File: src/rtl/ccb_pkg.sv
package ccb_pkg;
  localparam int unsigned DATA_W = 16;
  localparam int unsigned OP_W   = 4;
  localparam int unsigned CC_W   = 3;

  // Bit positions inside the flag vector, also used by the branch select
  localparam int unsigned CC_NEG = 2;
  localparam int unsigned CC_ZER = 1;
  localparam int unsigned CC_POS = 0;

  // One bit per opcode value: set where the opcode writes the flags
  // (codes 1, 2, 5, 6, 9, 10, 14)
  localparam logic [(1 << OP_W)-1:0] CC_OP_MASK = 16'h4666;

  localparam logic [CC_W-1:0] CC_RESET = 3'b010;

  typedef logic [CC_W-1:0] cc_t;
endpackage

File: src/rtl/ccb_rst_sync.sv
module ccb_rst_sync #(
  parameter int unsigned STAGES = 2
) (
  input  logic clk,
  input  logic rst_n,
  output logic rst_sync_n
);
  localparam int unsigned LAST = STAGES - 1;

  logic [STAGES-1:0] chain_q;
  logic [STAGES-1:0] chain_d;

  always_comb begin
    chain_d = {chain_q[STAGES-2:0], 1'b1};
  end

  always_ff @(posedge clk or negedge rst_n) begin
    if (!rst_n) begin
      chain_q <= '0;
    end else begin
      chain_q <= chain_d;
    end
  end

  assign rst_sync_n = chain_q[LAST];
endmodule

File: src/rtl/ccb_classify.sv
module ccb_classify
  import ccb_pkg::*;
#(
  parameter int unsigned WIDTH = DATA_W
) (
  input  logic [WIDTH-1:0] value_i,
  output cc_t              cc_o
);
  localparam int unsigned SIGN = WIDTH - 1;

  logic is_neg;
  logic is_zero;

  always_comb begin
    is_neg  = value_i[SIGN];
    is_zero = (value_i == '0);
    cc_o         = '0;
    cc_o[CC_NEG] = is_neg;
    cc_o[CC_ZER] = is_zero;
    cc_o[CC_POS] = !is_neg && !is_zero;
  end
endmodule

File: src/rtl/ccb_op_filter.sv
module ccb_op_filter
  import ccb_pkg::*;
#(
  parameter int unsigned            OPW  = OP_W,
  parameter logic [(1 << OPW)-1:0]  MASK = CC_OP_MASK
) (
  input  logic [OPW-1:0] opcode_i,
  output logic           sets_cc_o
);
  localparam int unsigned NCODES = 1 << OPW;

  logic [NCODES-1:0] hit;

  for (genvar g = 0; g < NCODES; g++) begin : g_code
    if (MASK[g]) begin : g_on
      assign hit[g] = (opcode_i == g[OPW-1:0]);
    end else begin : g_off
      assign hit[g] = 1'b0;
    end
  end

  assign sets_cc_o = |hit;
endmodule

File: src/rtl/ccb_branch_eval.sv
module ccb_branch_eval
  import ccb_pkg::*;
(
  input  cc_t  sel_i,
  input  cc_t  cc_i,
  output logic taken_o
);
  cc_t match;

  for (genvar g = 0; g < CC_W; g++) begin : g_bit
    assign match[g] = sel_i[g] & cc_i[g];
  end

  assign taken_o = |match;
endmodule

File: src/rtl/cond_branch_unit.sv
module cond_branch_unit
  import ccb_pkg::*;
(
  input  logic              clk,
  input  logic              rst_n,
  input  logic [DATA_W-1:0] result_i,
  input  logic              cc_load_i,
  input  logic [OP_W-1:0]   opcode_i,
  input  logic [CC_W-1:0]   br_sel_i,
  output logic              op_sets_cc_o,
  output logic [CC_W-1:0]   flags_o,
  output logic              taken_o
);
  logic rst_q_n;
  cc_t  cc_q;
  cc_t  cc_d;
  cc_t  cc_new;
  logic cc_en;

  ccb_rst_sync #(.STAGES(2)) u_rst (
    .clk        (clk),
    .rst_n      (rst_n),
    .rst_sync_n (rst_q_n)
  );

  ccb_classify #(.WIDTH(DATA_W)) u_cls (
    .value_i (result_i),
    .cc_o    (cc_new)
  );

  ccb_op_filter #(.OPW(OP_W), .MASK(CC_OP_MASK)) u_opf (
    .opcode_i  (opcode_i),
    .sets_cc_o (op_sets_cc_o)
  );

  // Next-state logic: clock enable written out explicitly
  always_comb begin
    cc_en = cc_load_i & op_sets_cc_o;
    cc_d  = cc_q;
    if (cc_en) begin
      cc_d = cc_new;
    end
  end

  always_ff @(posedge clk or negedge rst_q_n) begin
    if (!rst_q_n) begin
      cc_q <= CC_RESET;
    end else begin
      cc_q <= cc_d;
    end
  end

  ccb_branch_eval u_br (
    .sel_i   (br_sel_i),
    .cc_i    (cc_q),
    .taken_o (taken_o)
  );

  assign flags_o = cc_q;
endmodule

File: config.mk
export PLATFORM = sky130hd
export DESIGN_NAME = cond_branch_unit
export DESIGN_NICKNAME = d
export VERILOG_FILES = /design/src/rtl/ccb_pkg.sv /design/src/rtl/ccb_rst_sync.sv /design/src/rtl/ccb_classify.sv /design/src/rtl/ccb_op_filter.sv /design/src/rtl/ccb_branch_eval.sv /design/src/rtl/cond_branch_unit.sv
export SDC_FILE = /design/constraint.sdc
export NUM_CORES = 1
export LEC_CHECK = 0
export BUFFER_PORTS_ARGS = -buffer_cell sky130_fd_sc_hd__buf_2
export CORE_AREA = 2 2 39 41
export CTS_BUF_LIST = sky130_fd_sc_hd__clkbuf_4
export DETAILED_ROUTE_END_ITERATION = 10
export DIE_AREA = 0 0 41 43
export SLEW_MARGIN = 20
export SYNTH_ARGS = -nofsm -noshare
export SYNTH_HDL_FRONTEND = slang
export SYNTH_SLANG_ARGS = --single-unit
File: constraint.sdc
create_clock -name clk -period 2.4 [get_ports clk]
set_clock_uncertainty 0.1 [all_clocks]
set_input_delay 0 -clock clk [delete_from_list [all_inputs] [get_ports clk]]
set_output_delay 0 -clock clk [all_outputs]
set_load 0.01 [all_outputs]
==> impl_metrics.py <==
metrics = {
    "floorplanning": {
        "ios": 31,
        "die_width_um": 41,
        "chipHeight_um": 43,
        "rows": 14,
        "dieArea_um2": 1763,
        "initial_core_util": 0.1863,
        "core-area_um2": 1384,
    },
    "clock_network": {
        "cts_tree": "done",
        "postCtsSetupBuffers": 0,
        "numCtsBuffers": 3,
        "cts.clk_slew.worst_paths_ns": 0.04,
        "htree_levels": 1,
        "clock-sinks": 5,
        "cts_max_path_buffers": 2,
        "clock_latency_ns": 0.24,
        "root_buffer": "clkbuf_4",
    },
    "finish": {
        "fill_cells": 139,
        "final_net_count": 92,
        "final_util": 0.3888,
        "diodes": 0,
        "fin_area_um2": 538.0,
        "seq_area_um2": 126.4,
        "syn2layout_area_growth_pct": 108.7,
        "multi_input_area_um2": 123.9,
        "final_cells": 81,
        "drive_above_1_share": 0.6000,
    },
    "synth": {
        "synth_nets": 49,
        "synth_common_cells": "4 x dfrtp_1, 4 x nor4_1, 2 x inv_1",
        "synthTopCellsByArea": "dfrtp_1 39%, dfstp_2 10%, nor4_1 9.7%, mux2_4 5.8%, a222oi_1 3.9%",
        "synth_area_leader_cell": "dfrtp_1",
        "synthesis.area_um2": 257.7,
        "yosys_warnings": 0,
        "async_flop_share": 1.000,
        "synth_seq_cells": 5,
        "netlist.area_leader.share": 0.3883,
        "avgSynthCellArea_um2": 11.21,
        "yosys.cell_types.count": 16,
        "ys_seq_area_frac": 0.4903,
        "synthFlopType": "dfrtp_1",
        "synth-edff-count": 0,
        "synthCells": 23,
    },
    "hold_path": {
        "min_path_type": "flop to async pin",
    },
    "status": {
        "status": "finished clean",
    },
    "drt": {
        "wl_per_cell_um": 10.95,
        "drtIter0Drc": 13,
        "drc": 0,
        "viasPerCell": 4.272,
        "wl_um": 887,
        "vias": 346,
        "first_pass_iters": 4,
        "ant_nets": 0,
    },
    "pwr": {
        "ir_worst_vdd_v": 0.0003568,
        "pwr-share-clk": 0.395,
        "p_leak_nw": 0.2826,
        "power.internal_mw": 0.2083,
        "combPwrFrac": 0.246,
        "finalPower_mw": 0.2743,
        "powerDensity_nw_per_um2": 509.8,
        "p_sw_mw": 0.06599,
        "power_switching_share": 0.2406,
        "p_seq_frac": 0.359,
    },
    "timing": {
        "finalHoldViolCount": 0,
        "fin_ws_ns": 0.2207,
        "fin_tns_setup_ns": 0,
        "max_freq_ghz": 0.4589,
        "finalMaxSlewViolations": 0,
        "setup_violations": 0,
        "fin_crit_sh": 0.9080,
        "rsz0062_at_grt": "no",
        "hold_slack_ns": 0.08974,
        "fin_crit_ns": 2.179,
    },
    "worst_setup_path": {
        "crit_path_end_kind": "flop",
        "crit_path_max_fanout": 2,
        "rr_endpoint": "flags_o[2]$_DFFE_PN0P_",
        "reg2reg_slack_ns": 1.53,
        "startpoint_type": "primary input",
        "reg2reg_from": "flags_o[2]$_DFFE_PN0P_",
        "reg2regPathDepth": 1,
        "path_class": "primary input to flop",
        "worstPathArrival_ns": 2.25,
        "worstPathRequired_ns": 2.47,
    },
    "placement": {
        "dp_hpwl_um": 573.5,
        "postPlaceCellArea_um2": 427.9,
        "io_buffers": 30,
        "place.gp.congestion": 0.6475,
        "dp_cells": 69,
        "dp_slack_ns": 1.326,
    },
    "global_routing": {
        "grt_overflow_total": 0,
        "grt_pass1_wl_um": 1449,
        "use_met1": 0.1053,
        "gr-max-usage-layer": "met2",
        "track_usage": 0.1284,
        "grt_start_max_net_pins": 4,
        "antenna_found_initial": 0,
        "use_met2": 0.2125,
        "grt_pass1_vias": 372,
        "use_met3": 0.07330,
    },
    "job": {
        "max_cap_violations": 0,
    },
}
repair_timing:
action,4_1_cts,5_1_grt
hold buffers,8,0
gates resized for setup,0,0
hold endpoints to repair,6,0
layer usage:
metal / vias to the layer above / wire (um)
li1: 168 / -
met1: 150 / 259
met2: 22 / 467
met3: 6 / 88
met4: 0 / 72
met5: - / 0
placed cells by master (no fill, tap or decap), types with 2 or more instances in the layout:
master,n
inv_1,2
clkbuf_4,4
nor4_1,4
dfrtp_1,4
buf_2,30
dlygate4sd3_1,8
cell families (layout without fill, tap and decap cells):
kind of cell	after synthesis	after routing	share of synthesized area
AO/OA/AOI/OAI	3	3	0.1117
flip-flops	5	5	0.4903
other	1	1	0.01455
multiplexers	2	2	0.09707
buffers and inverters	2	44	0.02914
AND/OR/NAND/NOR	10	10	0.2573
sequential cells by signal, indices dropped and copies added (netlist names):
| signal | count |
|---|---|
| flags_o | 3 |
| u_rst.chain_q | 2 |
critical path, stage by stage:
cell	delay [ns]
dlygate4sd3_1	0.56
buf_2	0.13
nor4_1	0.15
dlygate4sd3_1	0.58
nand4_1	0.11
dlygate4sd3_1	0.59
mux2i_1	0.13
power groups by stage:
stage / registers (mW) / logic (mW) / clock network (mW)
2_1_floorplan: 0.102 / 0.0221 / 0
3_3_place_gp: 0.0996 / 0.0571 / 0
3_5_place_dp: 0.0998 / 0.0582 / 0
4_1_cts: 0.0982 / 0.0665 / 0.112
5_1_grt: 0.0990 / 0.0752 / 0.119
6_report: 0.0984 / 0.0675 / 0.108
worst max-delay path by stage:
stage / from / to / depth (start not counted)
after floorplan: opcode_i[2] / flags_o[2]$_DFFE_PN0P_ / 4
after global placement: opcode_i[2] / flags_o[2]$_DFFE_PN0P_ / 5
after detailed placement: opcode_i[2] / flags_o[2]$_DFFE_PN0P_ / 5
after CTS: result_i[14] / flags_o[1]$_DFFE_PN1P_ / 7
after global routing: result_i[14] / flags_o[1]$_DFFE_PN1P_ / 7
final: result_i[14] / flags_o[1]$_DFFE_PN1P_ / 7
final cells by class:
type	instances	area share
repair buffers	38	0.4279
flip-flops and latches	5	0.2349
multi-input cells	16	0.2302
clock buffers	4	0.05581
well taps	16	0.03721
inverters	2	0.01395
Power figures use the tool's default switching activity.
